[config.mk]
export PLATFORM = sky130hd
export DESIGN_NAME = mmio_data_port
export DESIGN_NICKNAME = d
export VERILOG_FILES = /design/src/rtl/mmio_pkg.sv /design/src/rtl/mmio_addr_decode.sv /design/src/rtl/mmio_byte_ram.sv /design/src/rtl/mmio_rd_mux.sv /design/src/rtl/mmio_data_port.sv
export SDC_FILE = /design/constraint.sdc
export NUM_CORES = 1
export LEC_CHECK = 0
export BUFFER_PORTS_ARGS = -buffer_cell sky130_fd_sc_hd__clkbuf_2
export CORE_MARGIN = 2
export CORE_UTILIZATION = 55
export DETAILED_ROUTE_END_ITERATION = 8
export PLACE_DENSITY_LB_ADDON = 0.05
export SLEW_MARGIN = 10
export SYNTH_ARGS = -nofsm -noshare
export SYNTH_HDL_FRONTEND = slang
export SYNTH_SLANG_ARGS = --single-unit
export TNS_END_PERCENT = 1
[constraint.sdc]
create_clock -name clk -period 2.7 [get_ports clk]
set_clock_uncertainty 0.15 [all_clocks]
set_input_delay 0.135 -clock clk [delete_from_list [all_inputs] [get_ports clk]]
set_output_delay 0.135 -clock clk [all_outputs]
set_load 0.01 [all_outputs]
[src/rtl/mmio_pkg.sv]
package mmio_pkg;

   typedef enum logic {
      TGT_RAM = 1'b0,
      TGT_IO  = 1'b1
   } tgt_e;

endpackage

[src/rtl/mmio_addr_decode.sv]
module mmio_addr_decode
   import mmio_pkg::*;
#(
   parameter int ADDR_W       = 8,
   parameter bit IO_FULL_ADDR = 1'b0,
   localparam int IDX_W       = ADDR_W - 1
)(
   input  logic              rst,
   input  logic [ADDR_W-1:0] addr,
   input  logic              we,
   output tgt_e              tgt,
   output logic [IDX_W-1:0]  ram_idx,
   output logic              ram_we,
   output logic              io_we,
   output logic [ADDR_W-1:0] io_addr
);

   always_comb begin
      tgt     = addr[ADDR_W-1] ? TGT_IO : TGT_RAM;
      ram_idx = addr[IDX_W-1:0];
      ram_we  = we && !rst && (tgt == TGT_RAM);
      io_we   = we && !rst && (tgt == TGT_IO);
   end

   generate
      if (IO_FULL_ADDR) begin : g_io_full
         assign io_addr = addr;
      end else begin : g_io_offset
         assign io_addr = {1'b0, addr[IDX_W-1:0]};
      end
   endgenerate

endmodule

[src/rtl/mmio_byte_ram.sv]
module mmio_byte_ram #(
   parameter int DATA_W = 8,
   parameter int IDX_W  = 7,
   localparam int DEPTH = 1 << IDX_W
)(
   input  logic              clk,
   input  logic              we,
   input  logic [IDX_W-1:0]  idx,
   input  logic [DATA_W-1:0] wdata,
   output logic [DATA_W-1:0] rdata
);

   logic [DATA_W-1:0] mem [DEPTH];

   always_ff @(posedge clk) begin
      if (we) begin
         mem[idx] <= wdata;
      end
   end

   assign rdata = mem[idx];

endmodule

[src/rtl/mmio_rd_mux.sv]
module mmio_rd_mux
   import mmio_pkg::*;
#(
   parameter int DATA_W = 8
)(
   input  tgt_e              tgt,
   input  logic [DATA_W-1:0] ram_rdata,
   input  logic [DATA_W-1:0] io_rdata,
   output logic [DATA_W-1:0] rdata
);

   always_comb begin
      unique case (tgt)
         TGT_IO:  rdata = io_rdata;
         default: rdata = ram_rdata;
      endcase
   end

endmodule

[src/rtl/mmio_data_port.sv]
module mmio_data_port
   import mmio_pkg::*;
#(
   parameter int ADDR_W       = 8,
   parameter int DATA_W       = 8,
   parameter bit IO_FULL_ADDR = 1'b0
)(
   input  logic              clk,
   input  logic              rst,
   input  logic [ADDR_W-1:0] bus_addr,
   input  logic [DATA_W-1:0] bus_wdata,
   input  logic              bus_we,
   output logic [DATA_W-1:0] bus_rdata,
   output logic [ADDR_W-1:0] io_addr,
   output logic              io_sel,
   output logic [DATA_W-1:0] io_wdata,
   output logic              io_we,
   input  logic [DATA_W-1:0] io_rdata
);

   localparam int IDX_W = ADDR_W - 1;

   generate
      if (ADDR_W < 2 || ADDR_W > 12) begin : g_bad_addr_w
         $error("mmio_data_port: ADDR_W must lie in 2..12");
      end
      if (DATA_W < 1) begin : g_bad_data_w
         $error("mmio_data_port: DATA_W must be at least 1");
      end
   endgenerate

   tgt_e              tgt;
   logic [IDX_W-1:0]  ram_idx;
   logic              ram_we;
   logic [DATA_W-1:0] ram_rdata;

   mmio_addr_decode #(
      .ADDR_W       (ADDR_W),
      .IO_FULL_ADDR (IO_FULL_ADDR)
   ) u_decode (
      .rst     (rst),
      .addr    (bus_addr),
      .we      (bus_we),
      .tgt     (tgt),
      .ram_idx (ram_idx),
      .ram_we  (ram_we),
      .io_we   (io_we),
      .io_addr (io_addr)
   );

   mmio_byte_ram #(
      .DATA_W (DATA_W),
      .IDX_W  (IDX_W)
   ) u_ram (
      .clk   (clk),
      .we    (ram_we),
      .idx   (ram_idx),
      .wdata (bus_wdata),
      .rdata (ram_rdata)
   );

   mmio_rd_mux #(
      .DATA_W (DATA_W)
   ) u_rd_mux (
      .tgt       (tgt),
      .ram_rdata (ram_rdata),
      .io_rdata  (io_rdata),
      .rdata     (bus_rdata)
   );

   assign io_sel   = (tgt == TGT_IO);
   assign io_wdata = bus_wdata;

endmodule

==> results.md <==
* Half-perimeter wire length after placement at ~80000 um
* Critical Path End: bus_rdata[5]
* Xor/xnor cell area share of the yosys netlist at 0%
* Max_cap viols at 0
* Share of power burned in the clock network at about 41%
* Worst slew slack as a fraction of its limit at 46.2%
* Sum of overflow across all layers after global routing at 0
* Area growth syn-to-layout at 20.2%
* Sequential Power Share at ~52%
* Final worst path period share at 121%
* Dominant synthesized flop cell: sky130_fd_sc_hd__edfxtp_1
* Fraction of final layout cells sized beyond drive strength 1 at between 30% and 40%
* Vias at around 24000
* Cells along the critical path: mux2_2 > a221o_1 > a221oi_2 > buf_4 > nor4_1 > o31a_1 > o32a_1 > clkbuf_2
* Mean post-synth cell area at 17.9 um2
* Initial antenna violation count at 6
* I/O pins at between 50 and 60
* Router iterations before antenna repair at 5
* Share of cell area taken by muxes after synthesis at between 8 and 9%
* Synth warn at 0
* RePlAce Congestion at roughly 0.92
* Drt initial violations at about 3400
* Crit path setup slack, layout at -0.564 ns
* Category of the critical setup timing path: reg -> out
* Number of nets at the end of the flow at roughly 2700
* Vias in the first global route at 24116
* Post-synthesis compound-gate area fraction at under 10%
* Number of flops mapped to enable cells by yosys at around 1000
* Critical path capture point type: output pin
* Worst path buffer plus inverter count at 2
* Diodes inserted at 0
* Net switching fraction of the power at a little over a fifth
* Share of the core filled with cells at around 66%
* Worst Max-Slew Pin Slew at about 0.8 ns
* WHS at between 0.15 and 0.2 ns
* Count of non-filler cells in the finished layout at around 3700
* Placed cell count at 3549
* Worst hold path type: in -> reg
* Unrepaired setup endpoints after global routing: true
* Shortest clock period the worst path allows after layout at 3.26 ns
* Sort of element at the start of the critical path: flop
* Via count normalized by instance count at about 6.5
* Adder and majority gate portion of the synthesized area at 0%
* TritonCTS buffer count at 103
* Die Span Y at between 200 and 300 um
* Maximum clock frequency at 0.306 GHz
* Share of the synthesized area in the top cell type at between 70% and 80%
* Final routed wirelength across all metal layers at about 120000 um
* Floorplan die width at 274 um
* Total DRC errors in the routed layout at 0
* Number of flip-flops under the largest register name at 1024
* Maximum clock path buffer count at 3
* Count of input and output buffers at 51
* Area enclosed by the die boundary at around 75000 um2
* Post-CTS repair timing setup buffer count at 0
* Flops & latches, synth at a little over 1000
* Top delay family on crit path: compound AO/OA/AOI/OAI gates
* Yosys cell types at between 70 and 80
* Number of gates on the worst path with buffers counted at 8
* Pins Over Slew Limit at 0
* Failing checks: setup timing
* Initial standard-cell utilization of the core at 55.3%
* Largest family of logic cells by synthesized area: compound AO/OA/AOI/OAI gates
* Simple-Gate Fraction of Synth Area at 3.52%
* Sequential share of the synthesized area at about three quarters
* Async set or reset register ratio after synthesis at 0%
* Clock tree from TritonCTS: built
* Critical path peak fanout at 1
* Arrival time reported for the critical path endpoint at 2.98 ns
* Critical Path Max Stage Delay at between 0.3 and 0.4 ns
* Placeable core region at about 73000 um2
* Deepest level of the CTS H-tree at 3
* Average wire per cell in the routed design at roughly 32 um
* Wire length of the first global-routing pass at 171000 um
* Leakage power at between 15 and 20 nW
* Final count of hold timing violations at 0
* Part of the power in combinational logic at approximately 7.0%
* Worst setup path start: u_ram.mem[102][5]
* Data required time of the worst path at between 2 and 2.5 ns
* VDD IR-drop max at 0.647 mV
* Root buf cell: sky130_fd_sc_hd__clkbuf_16
* Outcome: finished with violations
* Registers with the most flip-flops: u_ram.mem x1024
* Post-synthesis instance total at ~2200
* Design Power at 0.0334 W
* Cell types with the largest area share after synthesis: sky130_fd_sc_hd__edfxtp_1 (76%), sky130_fd_sc_hd__mux4_2 (4.6%), sky130_fd_sc_hd__a221oi_1 (3.1%)
* Hold-critical path depth at 6
* Power spent charging and discharging nets at 0.00734 W
* Antenna violation net count after detailed routing at 0
* Post-Synthesis Net Count at 2274
* Library cell occupying the most area in the post-synthesis netlist: sky130_fd_sc_hd__edfxtp_1
* Rows at 99
* Cell area after synthesis at roughly 40000 um2
* Cell-internal power at 0.0261 W
* Register containing the most flip-flops in the final layout: u_ram.mem
* Number of sinks driven by the clock tree at about 1000
* Clock transition at the registers of the reported paths at around 0.060 ns
* Final setup violation count at 8
* GRT Resource Usage Total at about a third
* Areal power density over the cells at around 690 nW/um2
* Pin count of the biggest net entering global routing at 130
* Slowest-stage cell, CP: sky130_fd_sc_hd__o32a_1
[worst min-delay path by stage]
stage	startpoint	end	slack, ns
finish	rst	u_ram.mem[30][6]	0.15
global route	rst	u_ram.mem[25][6]	0.16
CTS	rst	u_ram.mem[25][6]	0.12
detailed placement	bus_wdata[6]	u_ram.mem[77][6]	0.32
global placement	bus_wdata[6]	u_ram.mem[77][6]	0.32
floorplan	bus_wdata[0]	u_ram.mem[0][0]	0.08
[Yosys cell counts, drive strengths merged (14+ instances only)]
library cell / n
a21oi: 65
a221o: 23
a221oi: 146
a22oi: 39
a31oi: 18
buf: 129
clkbuf: 39
edfxtp: 1024
mux2: 60
mux2i: 80
mux4: 86
nand2: 88
nor2: 202
o21ai: 64
o22ai: 14
[logic make-up after synthesis]
logic type,count (synthesis)
AO/OA/AOI/OAI,479
buffers and inverters,176
flip-flops,1024
multiplexers,226
other,1
AND/OR/NAND/NOR,341
[metal layers]
metal | wire, um | up-vias | global-route usage (%)
li1 | - | 10159 | -
met1 | 48200 | 12589 | 46.6
met2 | 54800 | 1440 | 48.7
met3 | 12600 | 245 | 6.97
met4 | 4170 | 10 | 11.2
met5 | 69 | - | 0
[cell type report]
cell class,instances,area (um2)
clock inverters,58,462
fillers,4945,24400
flip-flops and latches,1024,30700
inverters,8,31.3
well taps,959,1200
multi-input cells,1047,8840
repair buffers,519,4360
clock buffers,128,2690
[power by group through the flow]
stage | Combinational [W] | Clock, W | Sequential (W)
2_1_floorplan | 0.000957 | 0 | 0.0178
3_3_place_gp | 0.00221 | 0 | 0.0178
3_5_place_dp | 0.00223 | 0 | 0.0178
4_1_cts | 0.00229 | 0.0136 | 0.0175
5_1_grt | 0.00244 | 0.0143 | 0.0175
6_report | 0.00235 | 0.0136 | 0.0175
[placed cells by master (no fill, tap or decap), types with 5 or more instances in the layout]
master / n
sky130_fd_sc_hd__a221oi_2: 14
sky130_fd_sc_hd__a221oi_1: 130
sky130_fd_sc_hd__buf_4: 425
sky130_fd_sc_hd__o22a_1: 10
sky130_fd_sc_hd__a21oi_1: 62
sky130_fd_sc_hd__o221ai_1: 8
sky130_fd_sc_hd__clkbuf_16: 104
sky130_fd_sc_hd__a31oi_1: 13
sky130_fd_sc_hd__clkinv_1: 26
sky130_fd_sc_hd__inv_1: 5
sky130_fd_sc_hd__mux2_2: 59
sky130_fd_sc_hd__a22o_1: 12
sky130_fd_sc_hd__o211ai_1: 9
sky130_fd_sc_hd__a311oi_1: 5
sky130_fd_sc_hd__a211oi_1: 10
sky130_fd_sc_hd__o22ai_1: 12
sky130_fd_sc_hd__nor2_1: 198
sky130_fd_sc_hd__clkbuf_2: 39
sky130_fd_sc_hd__nand4_1: 5
sky130_fd_sc_hd__clkbuf_1: 24
sky130_fd_sc_hd__bufinv_16: 7
sky130_fd_sc_hd__dlygate4sd3_1: 8
sky130_fd_sc_hd__mux2i_1: 80
sky130_fd_sc_hd__a22oi_1: 39
sky130_fd_sc_hd__nand3_1: 7
sky130_fd_sc_hd__mux4_2: 82
sky130_fd_sc_hd__and3_1: 5
sky130_fd_sc_hd__o21ai_0: 60
sky130_fd_sc_hd__edfxtp_1: 1024
sky130_fd_sc_hd__clkinv_2: 21
sky130_fd_sc_hd__nand2_1: 88
sky130_fd_sc_hd__buf_12: 42
sky130_fd_sc_hd__o2bb2ai_1: 7
sky130_fd_sc_hd__a221o_1: 23
[repair_timing]
action / CTS / global route
setup endpoints to repair: 8 / 8
hold buffers: 8 / 0
pin swaps: 10 / 4
gates resized for setup: 49 / 14
hold endpoints to repair: 400 / 0
[per-stage QoR]
step                area [um2]  setup WS [ns]  setup TNS (ns)
floorplan                40200          0.240               0
global placement         44800         -0.579           -3.30
detailed placement       44800         -0.524           -3.28
CTS                      48300         -0.593           -3.89
global route             48300         -0.623           -4.38
finish                   48300         -0.564           -3.97
No activity file was read; power rests on OpenSTA's default activity.
